<file path="src/rtl/lcd_cmd_pkg.sv">
package lcd_cmd_pkg;

    localparam int BYTE_W    = 8;
    localparam int OPCODE_W  = BYTE_W - 1;
    localparam int ARG_W     = 4;
    localparam int SUBADDR_W = 3;
    localparam int FREQ_W    = 2;
    localparam int MODE_W    = 2;

    // drive mode codes
    localparam logic [MODE_W-1:0] MODE_STATIC = 2'd0;
    localparam logic [MODE_W-1:0] MODE_MUX2   = 2'd1;
    localparam logic [MODE_W-1:0] MODE_MUX3   = 2'd2;
    localparam logic [MODE_W-1:0] MODE_MUX4   = 2'd3;

    // opcode prefixes, aligned to the top of the 7-bit opcode field
    localparam logic [1:0] PFX_MODESET = 2'b10;
    localparam logic [3:0] PFX_DEVSEL  = 4'b1100;
    localparam logic [3:0] PFX_BLINK   = 4'b1110;
    localparam logic [4:0] PFX_BANK    = 5'b11110;

    typedef enum logic [2:0] {
        KIND_UNKNOWN = 3'd0,
        KIND_MODESET = 3'd1,
        KIND_DEVSEL  = 3'd2,
        KIND_BLINK   = 3'd3,
        KIND_BANK    = 3'd4
    } cmd_kind_e;

    typedef struct packed {
        logic [SUBADDR_W-1:0] subaddr;
        logic                 in_bank;
        logic                 out_bank;
        logic                 blink_alt;
        logic [FREQ_W-1:0]    blink_freq;
        logic [MODE_W-1:0]    drive_mode;
        logic                 disp_en;
        logic                 unknown;
    } ctrl_state_t;

endpackage

</file>
<file path="src/rtl/lcd_cmd_classify.sv">
module lcd_cmd_classify
    import lcd_cmd_pkg::*;
(
    input  logic [OPCODE_W-1:0] opcode,
    output cmd_kind_e           kind
);

    always_comb begin
        kind = KIND_UNKNOWN;
        if (opcode[6:5] == PFX_MODESET) begin
            kind = KIND_MODESET;
        end else if (opcode[6:3] == PFX_DEVSEL) begin
            kind = KIND_DEVSEL;
        end else if (opcode[6:3] == PFX_BLINK) begin
            kind = KIND_BLINK;
        end else if (opcode[6:2] == PFX_BANK) begin
            kind = KIND_BANK;
        end
    end

    // the four prefixes are disjoint: at most one may match any opcode
    always_comb begin
        a_prefix_disjoint_r8: assert ($countones({opcode[6:5] == PFX_MODESET,
                                                  opcode[6:3] == PFX_DEVSEL,
                                                  opcode[6:3] == PFX_BLINK,
                                                  opcode[6:2] == PFX_BANK}) <= 1);
    end

endmodule

</file>
<file path="src/rtl/lcd_ctrl_regs.sv">
module lcd_ctrl_regs
    import lcd_cmd_pkg::*;
#(
    parameter logic [MODE_W-1:0] RESET_MODE = MODE_MUX4
) (
    input  logic              clk,
    input  logic              rst_n,
    input  logic              cmd_valid,
    input  cmd_kind_e         kind,
    input  logic [ARG_W-1:0]  arg,
    output ctrl_state_t       state
);

    localparam ctrl_state_t RESET_STATE = '{
        subaddr:    '0,
        in_bank:    1'b0,
        out_bank:   1'b0,
        blink_alt:  1'b0,
        blink_freq: '0,
        drive_mode: RESET_MODE,
        disp_en:    1'b0,
        unknown:    1'b0
    };

    ctrl_state_t st_d, st_q;
    logic        bank_locked;

    // bank selectors only exist in static and 1:2 modes
    assign bank_locked = (st_q.drive_mode == MODE_MUX3) || (st_q.drive_mode == MODE_MUX4);

    always_comb begin
        st_d         = st_q;
        st_d.unknown = 1'b0;
        if (cmd_valid) begin
            case (kind)
                KIND_MODESET: begin
                    st_d.disp_en    = arg[3];
                    st_d.drive_mode = arg[MODE_W-1:0];
                end
                KIND_DEVSEL: begin
                    st_d.subaddr = arg[SUBADDR_W-1:0];
                end
                KIND_BLINK: begin
                    st_d.blink_alt  = arg[2];
                    st_d.blink_freq = arg[FREQ_W-1:0];
                end
                KIND_BANK: begin
                    if (!bank_locked) begin
                        st_d.in_bank  = arg[1];
                        st_d.out_bank = arg[0];
                    end
                end
                default: begin
                    st_d.unknown = 1'b1;
                end
            endcase
        end
    end

    always_ff @(posedge clk or negedge rst_n) begin
        if (!rst_n) begin
            st_q <= RESET_STATE;
        end else begin
            st_q <= st_d;
        end
    end

    assign state = st_q;

    p_idle_hold_r9: assert property (@(posedge clk) disable iff (!rst_n)
        !cmd_valid |=> ($stable(st_q.subaddr) && $stable(st_q.in_bank) &&
                        $stable(st_q.out_bank) && $stable(st_q.blink_alt) &&
                        $stable(st_q.blink_freq) && $stable(st_q.drive_mode) &&
                        $stable(st_q.disp_en) && !st_q.unknown));

    p_unknown_hold_r8: assert property (@(posedge clk) disable iff (!rst_n)
        (cmd_valid && kind == KIND_UNKNOWN) |=>
            (st_q.unknown && $stable(st_q.subaddr) && $stable(st_q.in_bank) &&
             $stable(st_q.out_bank) && $stable(st_q.blink_alt) &&
             $stable(st_q.blink_freq) && $stable(st_q.drive_mode) &&
             $stable(st_q.disp_en)));

    p_bank_ignored_r4: assert property (@(posedge clk) disable iff (!rst_n)
        (cmd_valid && kind == KIND_BANK && st_q.drive_mode[1]) |=>
            ($stable(st_q.in_bank) && $stable(st_q.out_bank)));

    p_subaddr_load_r2: assert property (@(posedge clk) disable iff (!rst_n)
        (cmd_valid && kind == KIND_DEVSEL) |=> (st_q.subaddr == $past(arg[SUBADDR_W-1:0])));

    p_blink_load_r5: assert property (@(posedge clk) disable iff (!rst_n)
        (cmd_valid && kind == KIND_BLINK) |=>
            (st_q.blink_alt == $past(arg[2]) && st_q.blink_freq == $past(arg[FREQ_W-1:0])));

    p_unknown_cause_r8: assert property (@(posedge clk) disable iff (!rst_n)
        (cmd_valid && kind != KIND_UNKNOWN) |=> !st_q.unknown);

endmodule

</file>
<file path="src/rtl/lcd_cmd_decoder.sv">
module lcd_cmd_decoder
    import lcd_cmd_pkg::*;
#(
    parameter logic [MODE_W-1:0] RESET_MODE = MODE_MUX4
) (
    input  logic                 clk,
    input  logic                 rst_n,
    input  logic                 cmd_valid,
    input  logic [BYTE_W-1:0]    cmd_byte,
    output logic [SUBADDR_W-1:0] subaddr,
    output logic                 in_bank,
    output logic                 out_bank,
    output logic                 blink_alt,
    output logic [FREQ_W-1:0]    blink_freq,
    output logic [MODE_W-1:0]    drive_mode,
    output logic                 disp_en,
    output logic                 cmd_unknown
);

    cmd_kind_e   kind;
    ctrl_state_t state;
    logic        unused_cont;

    // continuation flag belongs to the bus front end
    assign unused_cont = cmd_byte[BYTE_W-1];

    lcd_cmd_classify i_classify (
        .opcode (cmd_byte[OPCODE_W-1:0]),
        .kind   (kind)
    );

    lcd_ctrl_regs #(
        .RESET_MODE (RESET_MODE)
    ) i_regs (
        .clk       (clk),
        .rst_n     (rst_n),
        .cmd_valid (cmd_valid),
        .kind      (kind),
        .arg       (cmd_byte[ARG_W-1:0]),
        .state     (state)
    );

    assign subaddr     = state.subaddr;
    assign in_bank     = state.in_bank;
    assign out_bank    = state.out_bank;
    assign blink_alt   = state.blink_alt;
    assign blink_freq  = state.blink_freq;
    assign drive_mode  = state.drive_mode;
    assign disp_en     = state.disp_en;
    assign cmd_unknown = state.unknown;

    p_reset_mode_r1: assert property (@(posedge clk)
        $rose(rst_n) |-> (drive_mode == RESET_MODE && !disp_en && blink_freq == '0 && !cmd_unknown));

endmodule

</file>
<file path="config.mk">
export PLATFORM = sky130hd
export DESIGN_NAME = lcd_cmd_decoder
export DESIGN_NICKNAME = d
export VERILOG_FILES = /design/src/rtl/lcd_cmd_pkg.sv /design/src/rtl/lcd_cmd_classify.sv /design/src/rtl/lcd_ctrl_regs.sv /design/src/rtl/lcd_cmd_decoder.sv
export SDC_FILE = /design/constraint.sdc
export NUM_CORES = 1
export LEC_CHECK = 0
export BUFFER_PORTS_ARGS = -buffer_cell sky130_fd_sc_hd__buf_2
export CAP_MARGIN = 20
export CORE_AREA = 2 2 39 41
export CTS_CLUSTER_SIZE = 25
export DETAILED_ROUTE_END_ITERATION = 6
export DIE_AREA = 0 0 41 43
export PLACE_DENSITY = 0.63
export SLEW_MARGIN = 20
export SYNTH_ARGS = -nofsm -noshare
export SYNTH_HDL_FRONTEND = slang
export SYNTH_SLANG_ARGS = --single-unit
export TNS_END_PERCENT = 20
</file>
<file path="constraint.sdc">
create_clock -name clk -period 3.7 [get_ports clk]
set_clock_uncertainty 0.05 [all_clocks]
set_input_delay 0.37 -clock clk [delete_from_list [all_inputs] [get_ports clk]]
set_output_delay 0.37 -clock clk [all_outputs]
set_load 0.1 [all_outputs]
</file>
==> metrics.md <==
| Metric | Value |
|---|---|
| Gate Count Post-Synth | 33 |
| Worst path top cell family by delay | flip-flops |
| Synth area leaders | dfrtp_1 51%, mux2_2 21%, dfstp_2 11% |
| Relative slew slack | 0.6776 |
| Main combinational cell family by area after synthesis | multiplexers |
| H-tree depth | 1 |
| Die H | 43 um |
| Pwr Total | 0.5410 mW |
| Power density over the cells | 812.8 mW/mm^2 |
| Core Area | 0.001384 mm^2 |
| Sink Count | 12 |
| CP bufs+invs | 1 |
| Avg Inst Size Synth | 14.98 um^2 |
| CP Class | flip-flop to output pin |
| Hold crit path type | primary input to flip-flop |
| Worst setup EP type | output pin |
| Critical path, cell by cell | buf_2 |
| Max incr delay on CP | 550 ps |
| Post-synthesis net count | 44 |
| Flops & latches, synth | 12 |
| RSZ-0062 raised after global routing | no |
| Via/cell ratio | 4.640 |
| Hpwl dp | 688.1 um |
| Final hold viol count | 0 |
| Compound-Gate Fraction of Synth Area | 0.01519 |
| FF-to-FF End | i_regs.state[7]$_DFFE_PN0P_ |
| Area delta synth->final | 34.68% |
| Site Rows | 14 |
| GRT overflow | 0 |
| Max cap viols | 0 |
| Inserted Clock Buffers | 3 |
| Die ar. | 0.001763 mm^2 |
| Period minus WS final | 1667 ps |
| Cell taking the most area after synthesis | dfrtp_1 |
| Worst slew pin tran | 486.9 ps |
| Gr usage total | 0.1279 |
| Hold_sp | cmd_byte[6] |
| Post-CTS Resized | 0 |
| I/O Pins | 23 |
| Number of synthesized flops with an enable pin | 0 |
| Simple-Gate Fraction of Synth Area | 0.1215 |
| Design area | 665.6 um^2 |
| FMAX | 0.5999 GHz |
| Async set-reset flop share out of synthesis | 1.000 |
| Initial drt markers | 0 |
| Routed Antenna Nets | 0 |
| Antenna fix cells | 0 |
| WP data arrival | 1250 ps |
| Yosys cell types | 13 |
| VDD IR-drop max | 0.2885 mV |
| Share of the synthesized area in the top cell type | 0.5063 |
| CTS root buffer | clkbuf_4 |
| Largest net degree at the start of global routing | 13 |
| Crit path required time | 3280 ps |
| DRT Pass-1 Iters | 1 |
| Post-synthesis sequential area ratio | 0.6127 |
| Initial antenna violation count | 0 |
| Width of the die | 41 um |
| Synthesized cell area | 494.2 um^2 |
| Clock Pin Slew Worst Setup and Hold Paths | 80 ps |
| Reg-to-reg slack, setup | 2440 ps |
| Worst-case reg-to-reg path depth | 2 |
| Post-synthesis xor/xnor area fraction | 0 |
| IO buf count | 21 |
| Synthesis Warnings | 0 |
| Layout cells sized above 1 | 0.6441 |
| CTS tree | built |
| Setup Viol. Count Final | 0 |
| RePlAce Congestion | 0.6577 |
| Hold Path End | i_regs.state[0]$_DFF_PN0_ |
| Crit Path Max Fanout | 3 |
| Setup Fix Bufs, Post-CTS | 0 |
| Routed WL | 909 um |
| Status | completed |
| Largest register FFs | 12 |
| Nets@finish | 71 |
| DR WL/cell | 12.12 um |
| Worst-Skew Late Latency | 270 ps |
| Hold depth | 2 |
| Post-synthesis mux area share | 0.2506 |
| Pins Over Slew Limit | 0 |
| Initial Utilization | 0.3571 |
| Routed vias | 348 |
| First-pass GRT wire length | 1476 um |
| Vias in the first global route | 371 |
| Top-count cell post-synth | dfrtp_1 |
| Fin Setup TNS | 0 ps |
| Clock buffer depth | 2 |
| Final period util | 0.4506 |
| Residual DRC | 0 |
| RR Startpoint | i_regs.state[3]$_DFFE_PN1P_ |
| Leakage | 0.3247 nW |
| Crit path max-delay cell type | dfstp_2 |
| Synth Area in Adders | 0 |
| Placed Area | 619.3 um^2 |
| Main synth FF type | dfrtp_1 |
| Synth cell count leaders | 10 x dfrtp_1, 9 x mux2_2, 2 x dfstp_2, 2 x mux2_1, 2 x nand2_1 |
| Hold-fix buffer count after cts | 1 |
| CP startpoint kind | flip-flop |
==> logic make-up after synthesis <==
kind of cell	Yosys count
multiplexers	11
flip-flops	12
AND/OR/NAND/NOR	9
AO/OA/AOI/OAI	1
==> through the flow <==
step	hold WS [ps]	instances	setup WS [ps]	utilization
floorplan	24.41	33	2230	-
global placement	208.0	70	2169	0.4476
detailed placement	209.7	70	2163	0.4476
CTS	239.5	75	2021	0.4810
global route	265.3	75	1987	0.4810
finish	253.9	75	2033	0.4810
==> worst max-delay path by stage <==
stage,end,startpoint,cells after the start
final,drive_mode[1],i_regs.state[3]$_DFFE_PN1P_,1
after detailed placement,i_regs.state[8]$_DFFE_PN0P_,cmd_byte[2],4
after floorplan,i_regs.state[7]$_DFFE_PN0P_,i_regs.state[3]$_DFFE_PN1P_,2
after global routing,drive_mode[1],i_regs.state[3]$_DFFE_PN1P_,1
after CTS,drive_mode[1],i_regs.state[3]$_DFFE_PN1P_,1
after global placement,i_regs.state[8]$_DFFE_PN0P_,cmd_byte[2],4
==> cells in the final DEF (no fill, tap or decap) <==
cell,count
a21boi_0,1
buf_2,21
clkbuf_4,3
clkbuf_8,1
dfrtp_1,10
dfstp_2,2
dlygate4sd3_1,1
mux2_1,2
mux2_2,9
nand2_1,2
nand2b_1,1
nand3_1,1
nand4_1,1
nor2_1,1
nor2b_1,1
nor3b_2,1
nor4_2,1
==> power breakdown <==
group	leakage, nW	total [mW]	internal [mW]	switching, mW
clock	0.0210	0.104	0.0598	0.0447
sequential	0.145	0.172	0.160	0.0121
combinational	0.158	0.264	0.0414	0.223
total	0.325	0.541	0.261	0.280
==> layout make-up <==
type                            count  area [um^2]
Clock buffer                        4        36.28
Sequential cell                    12        302.8
Fill cell                         130        718.2
Tap cell                           16        20.02
Multi-Input combinational cell     21        191.4
Timing Repair Buffer               22        115.1
==> routing by layer <==
layer  up-vias  share of wire  track usage
met5         -              0            0
met4         0              0       0.1000
met3         0          0.053      0.03141
met2         9           0.52       0.1906
met1       168           0.43       0.1467
li1        171              -            -
(Power assumes the default switching activity.)
